==> config.mk <==
export PLATFORM = sky130hd
export DESIGN_NAME = owire_slot_engine
export DESIGN_NICKNAME = d
export VERILOG_FILES = /design/src/rtl/owire_pkg.sv /design/src/rtl/owire_sync2.sv /design/src/rtl/owire_us_tick.sv /design/src/rtl/owire_phase_timer.sv /design/src/rtl/owire_slot_engine.sv
export SDC_FILE = /design/constraint.sdc
export NUM_CORES = 1
export LEC_CHECK = 0
export BUFFER_PORTS_ARGS = -buffer_cell sky130_fd_sc_hd__buf_2
export CORE_MARGIN = 2
export CORE_UTILIZATION = 25
export DETAILED_ROUTE_END_ITERATION = 12
export GPL_TIMING_DRIVEN = 0
export HOLD_SLACK_MARGIN = 0.15
export PLACE_DENSITY = 0.47
export SLEW_MARGIN = 20
export SYNTH_ARGS = -nofsm -noshare
export SYNTH_HDL_FRONTEND = slang
export SYNTH_SLANG_ARGS = --single-unit
==> constraint.sdc <==
create_clock -name clk -period 4.6 [get_ports clk]
set_input_delay 0.69 -clock clk [delete_from_list [all_inputs] [get_ports clk]]
set_output_delay 0.69 -clock clk [all_outputs]
set_load 0.1 [all_outputs]
==> src/rtl/owire_pkg.sv <==
package owire_pkg;

    localparam int UNIT_W = 9;

    localparam int T_RST_LOW  = 480;
    localparam int T_RST_WAIT = 70;
    localparam int T_RST_REC  = 410;
    localparam int T_W0_LOW   = 60;
    localparam int T_W0_REC   = 10;
    localparam int T_RD_LOW   = 6;
    localparam int T_RD_WAIT  = 9;
    localparam int T_RD_REC   = 55;

    typedef enum logic [3:0] {
        ST_IDLE,
        ST_RST_LOW,
        ST_RST_WAIT,
        ST_RST_REC,
        ST_W0_LOW,
        ST_W0_REC,
        ST_RD_LOW,
        ST_RD_WAIT,
        ST_RD_REC
    } phase_e;

    function automatic logic [UNIT_W-1:0] phase_len(input phase_e p);
        logic [UNIT_W-1:0] r;
        unique case (p)
            ST_RST_LOW:  r = UNIT_W'(T_RST_LOW);
            ST_RST_WAIT: r = UNIT_W'(T_RST_WAIT);
            ST_RST_REC:  r = UNIT_W'(T_RST_REC);
            ST_W0_LOW:   r = UNIT_W'(T_W0_LOW);
            ST_W0_REC:   r = UNIT_W'(T_W0_REC);
            ST_RD_LOW:   r = UNIT_W'(T_RD_LOW);
            ST_RD_WAIT:  r = UNIT_W'(T_RD_WAIT);
            ST_RD_REC:   r = UNIT_W'(T_RD_REC);
            default:     r = UNIT_W'(1);
        endcase
        return r;
    endfunction

endpackage

==> src/rtl/owire_sync2.sv <==
module owire_sync2 #(
    parameter int  STAGES   = 2,
    parameter logic RST_VAL = 1'b1
) (
    input  logic clk,
    input  logic rst_n,
    input  logic async_in,
    output logic sync_out
);
    logic [STAGES-1:0] chain_q;

    always_ff @(posedge clk or negedge rst_n) begin
        if (!rst_n) begin
            chain_q <= {STAGES{RST_VAL}};
        end else begin
            chain_q <= {chain_q[STAGES-2:0], async_in};
        end
    end

    assign sync_out = chain_q[STAGES-1];
endmodule

==> src/rtl/owire_us_tick.sv <==
module owire_us_tick #(
    parameter int CLK_PER_US = 250
) (
    input  logic clk,
    input  logic rst_n,
    input  logic clear,
    output logic tick
);
    localparam int PW = (CLK_PER_US > 1) ? $clog2(CLK_PER_US) : 1;
    localparam logic [PW-1:0] LAST = PW'(CLK_PER_US - 1);

    logic [PW-1:0] cnt_q;

    always_ff @(posedge clk or negedge rst_n) begin
        if (!rst_n) begin
            cnt_q <= '0;
        end else if (clear || cnt_q == LAST) begin
            cnt_q <= '0;
        end else begin
            cnt_q <= cnt_q + 1'b1;
        end
    end

    assign tick = (cnt_q == LAST);
endmodule

==> src/rtl/owire_phase_timer.sv <==
module owire_phase_timer
    import owire_pkg::*;
#(
    parameter int COEF_W = 4
) (
    input  logic              clk,
    input  logic              rst_n,
    input  logic              start,
    input  logic              tick,
    input  logic [UNIT_W-1:0] units,
    input  logic [COEF_W-1:0] coef_m1,
    output logic              expire
);
    logic [COEF_W-1:0] sub_q;
    logic [UNIT_W-1:0] remain_q;
    logic              unit_end;

    assign unit_end = tick && (sub_q == coef_m1);

    always_ff @(posedge clk or negedge rst_n) begin
        if (!rst_n) begin
            sub_q    <= '0;
            remain_q <= '0;
        end else if (start) begin
            sub_q    <= '0;
            remain_q <= units;
        end else if (tick) begin
            if (sub_q == coef_m1) begin
                sub_q <= '0;
                if (remain_q != '0) begin
                    remain_q <= remain_q - 1'b1;
                end
            end else begin
                sub_q <= sub_q + 1'b1;
            end
        end
    end

    assign expire = unit_end && (remain_q == UNIT_W'(1));
endmodule

==> src/rtl/owire_slot_engine.sv <==
module owire_slot_engine
    import owire_pkg::*;
#(
    parameter int CLK_PER_US = 250,
    parameter int COEF_W     = 4
) (
    input  logic              clk,
    input  logic              rst_n,
    input  logic              cmd_valid,
    input  logic              cmd_reset,
    input  logic              cmd_bit,
    input  logic [COEF_W-1:0] delay_coef,
    output logic              busy,
    output logic              done,
    output logic              rx_bit,
    output logic              presence,
    output logic              line_drive_low,
    input  logic              line_in
);
    phase_e            state_q, state_d;
    logic [COEF_W-1:0] coef_q;
    logic [COEF_W-1:0] coef_m1;
    logic [UNIT_W-1:0] len_d;
    logic              line_s;
    logic              us_tick;
    logic              expire;
    logic              phase_start;
    logic              accept;
    logic              samp_q;
    logic              done_q;
    logic              rx_q;
    logic              pres_q;

    owire_sync2 #(.STAGES(2), .RST_VAL(1'b1)) u_sync (
        .clk      (clk),
        .rst_n    (rst_n),
        .async_in (line_in),
        .sync_out (line_s)
    );

    owire_us_tick #(.CLK_PER_US(CLK_PER_US)) u_tick (
        .clk   (clk),
        .rst_n (rst_n),
        .clear (phase_start),
        .tick  (us_tick)
    );

    owire_phase_timer #(.COEF_W(COEF_W)) u_timer (
        .clk     (clk),
        .rst_n   (rst_n),
        .start   (phase_start),
        .tick    (us_tick),
        .units   (len_d),
        .coef_m1 (coef_m1),
        .expire  (expire)
    );

    assign accept      = (state_q == ST_IDLE) && cmd_valid;
    assign coef_m1     = (coef_q == '0) ? '0 : coef_q - COEF_W'(1);
    assign len_d       = phase_len(state_d);
    assign phase_start = (state_d != state_q) && (state_d != ST_IDLE);

    // next-state logic
    always_comb begin
        state_d = state_q;
        unique case (state_q)
            ST_IDLE: begin
                if (cmd_valid) begin
                    if (cmd_reset)    state_d = ST_RST_LOW;
                    else if (cmd_bit) state_d = ST_RD_LOW;
                    else              state_d = ST_W0_LOW;
                end
            end
            ST_RST_LOW:  if (expire) state_d = ST_RST_WAIT;
            ST_RST_WAIT: if (expire) state_d = ST_RST_REC;
            ST_RST_REC:  if (expire) state_d = ST_IDLE;
            ST_W0_LOW:   if (expire) state_d = ST_W0_REC;
            ST_W0_REC:   if (expire) state_d = ST_IDLE;
            ST_RD_LOW:   if (expire) state_d = ST_RD_WAIT;
            ST_RD_WAIT:  if (expire) state_d = ST_RD_REC;
            ST_RD_REC:   if (expire) state_d = ST_IDLE;
            default:     state_d = ST_IDLE;
        endcase
    end

    // state register
    always_ff @(posedge clk or negedge rst_n) begin
        if (!rst_n) begin
            state_q <= ST_IDLE;
        end else begin
            state_q <= state_d;
        end
    end

    // captured coefficient, sample and results
    always_ff @(posedge clk or negedge rst_n) begin
        if (!rst_n) begin
            coef_q <= '0;
            samp_q <= 1'b1;
            done_q <= 1'b0;
            rx_q   <= 1'b0;
            pres_q <= 1'b0;
        end else begin
            done_q <= 1'b0;
            if (accept) begin
                coef_q <= delay_coef;
            end
            if (expire) begin
                unique case (state_q)
                    ST_RST_WAIT, ST_RD_WAIT: samp_q <= line_s;
                    ST_RST_REC: begin
                        done_q <= 1'b1;
                        pres_q <= ~samp_q;
                    end
                    ST_W0_REC: begin
                        done_q <= 1'b1;
                        rx_q   <= 1'b0;
                    end
                    ST_RD_REC: begin
                        done_q <= 1'b1;
                        rx_q   <= samp_q;
                    end
                    default: ;
                endcase
            end
        end
    end

    // outputs
    always_comb begin
        busy           = (state_q != ST_IDLE);
        line_drive_low = (state_q == ST_RST_LOW) || (state_q == ST_W0_LOW) ||
                         (state_q == ST_RD_LOW);
        done           = done_q;
        rx_bit         = rx_q;
        presence       = pres_q;
    end
endmodule

==> results.ini <==
[run_status]
outcome=complete, no violations

[routing]
vias=1717
viasPerCell=4.72
wl_met1_microns=2260
wire_per_inst_microns=12.3
wl_met2_microns=2050
ant_nets=0
drtIter0Drc=106
routed.top_layer=met4
drt-pass1-iter-count=4
wl_met3_microns=108
drc=0
wl_microns=4490

[setup_path]
cp_cell_sequence=inv_1 > ha_1 > or4b_2 > nor3_2 > o2111a_1 > buf_6 > mux2i_1 > o22ai_1 > inv_1 > ha_1 > clkdlybuf4s50_2 > or4_1 > a21oi_1 > o32a_2
cp_data_arrival_time_ns=4.36
slowest_delay_ns=0.60
cp.required_ns=4.83
worstSetupEndpointType=flip-flop
reg2reg_from=u_timer.remain_q[1]$_DFFE_PN0P_
startpoint_type=flip-flop
path_class=reg -> reg
critPathMaxFanout=8
critPathLaunch=u_timer.remain_q[1]$_DFFE_PN0P_
cp_slowest_cell=or4b_2

[sta]
finalHoldViolations=0
tns_ns=0
worstMarginPinSlew_ns=0.812
finClkSkew_ns=0.00419
slew_violations=0
setup_slack_ns=0.477
grt_setup_unrepaired=false
setup_viol=0
slew_headroom=0.459
fmax_mhz=243
period_share=0.896
min_period_ns=4.12

[die]
initial_core_util=0.255
design.core.area_sq_um=8640
die-area_sq_um=9590
num_rows=34
die_width_microns=97.9
pin_count=15
die_h_microns=97.9

[hold_path]
min_path_type=reg -> reg
min_from=u_sync.chain_q[0]$_DFF_PN1_

[placement]
dp_slack_ns=0.480
dpl.hpwl_microns=3270
gp_congestion=0.724
numPortBuffers=14

[grt]
grt_max_degree=36
overflow=0
grt_usage=0.0984
grt_pass1_vias=1682
grt_pass1_wl_microns=7800
antenna_found_initial=0

[power]
p_leak_uw=0.00106
powerDensity_nw_per_um2=244
irDropWorstVdd_mv=0.104

[synthesis]
synthTopCellsByArea=dfrtp_1 (36%), nor2_1 (5.3%), ha_1 (5.1%)
ys_warn_count=0
netlist_area_sq_um=2210
avgSynthCellArea_sq_um=9.43
seq_area_frac_synth=0.399
netlist_instances=234
synth-edff-count=0
synth-main-ff-cell=dfrtp_1
synth_top_area_frac=0.363
ys_top_cells_by_count=dfrtp_1 (32), nor2_1 (31), nand2_1 (17)
async_flop_share=1.00
synth_top_cell_by_area=dfrtp_1
yosysMostFrequentCell=dfrtp_1
syn_nets=253
synth-seq-cells=35
synth_cell_type_count=56

[clock_tree]
post_cts_buffers=0
cts.sinks=35
post_cts_resize_count=0
cts_buffers=5
hold_buffers=0
cts_tree=built
clockRootBuffer=clkbuf_8
clk_pin_slew_ns=0.08
cts_buffer_depth=2
htreeDepth=2
clk_latency_ns=0.29

[cells_and_area]
diodes=0
nets=274
final_layout_size_suffix_gt1_frac=0.211
syn_to_final_growth_pct=14.6

[job]
max_cap_viol_count=0

-- registers in the layout, indices dropped and copies added, names as in the netlist, 2 cells and up --
register,flops
u_sync.chain_q,2
u_timer.remain_q,9
coef_q,4
state_q,4
u_tick.cnt_q,8
u_timer.sub_q,4
-- worst max-delay path: cells and delay by family (launching register included) --
family / cells / cell delay [ns]
compound gates: 4 / 0.94
mux: 1 / 0.11
simple gates: 3 / 1.32
fa+ha+maj: 2 / 0.38
flops: 1 / 0.40
buf+inv: 4 / 0.91
-- per-stage QoR --
stage / hold WS [ns] / area [sq um] / instances / total power [uW] / utilization
floorplan: 0.345 / 2210 / 234 / 316 / -
global placement: 0.345 / 2410 / 356 / 328 / 0.279
detailed placement: 0.347 / 2410 / 356 / 327 / 0.279
CTS: 0.358 / 2530 / 364 / 628 / 0.293
global route: 0.367 / 2530 / 364 / 641 / 0.293
finish: 0.357 / 2530 / 364 / 617 / 0.293
-- cell families after synthesis --
group / share of synthesized area
simple gates: 0.237
compound gates: 0.150
flops: 0.399
buf+inv: 0.0527
mux: 0.0624
xor+xnor: 0.0477
fa+ha+maj: 0.0511
-- routing by layer --
| metal | track usage | up-vias |
|---|---|---|
| li1 | - | 870 |
| met4 | 0.0353 | 0 |
| met5 | 0 | - |
| met2 | 0.163 | 21 |
| met1 | 0.128 | 820 |
| met3 | 0.0200 | 6 |
-- path summary, 6_finish.rpt --
| path | end | slack, ns | cells after the start |
|---|---|---|---|
| worst max-delay path | u_timer.remain_q[1]$_DFFE_PN0P_ | 0.48 | 14 |
| worst min-delay path | u_sync.chain_q[1]$_DFF_PN1_ | 0.36 | 0 |
| worst max register to register | u_timer.remain_q[1]$_DFFE_PN0P_ | 0.48 | 14 |
| worst min register to register | u_sync.chain_q[1]$_DFF_PN1_ | 0.36 | 0 |
| max in group asynchronous | state_q[2]$_DFF_PN0_ | 3.60 | 1 |
| min in group asynchronous | presence$_DFFE_PN0P_ | 0.48 | 1 |
-- cell type report --
| class | instances | area, sq um |
|---|---|---|
| clock inverters | 2 | 35.0 |
| flip-flops and latches | 35 | 880 |
| repair buffers | 14 | 70.1 |
| multi-input cells | 181 | 1210 |
| plain buffers | 8 | 78.8 |
| inverters | 10 | 37.5 |
| well taps | 108 | 135 |
| fillers | 895 | 6110 |
| clock buffers | 6 | 82.6 |
-- layout by cell type, fill, tap and decap left out, drive strengths merged, types with 4 or more instances in the layout --
cell type,instances
nand2,17
mux2i,7
nand3,10
xnor2,9
and3,4
buf,19
clkbuf,8
o21ai,9
mux2,6
dfrtp,32
nor2,31
nor2b,6
or2b,4
nor3,10
o22ai,4
ha,9
a21oi,16
inv,10
-- power breakdown --
group	internal (uW)	switching, uW
clock	176	121
combinational	3.15	8.44
sequential	309	0.187
Note: power is estimated with default switching activity, not from simulation.
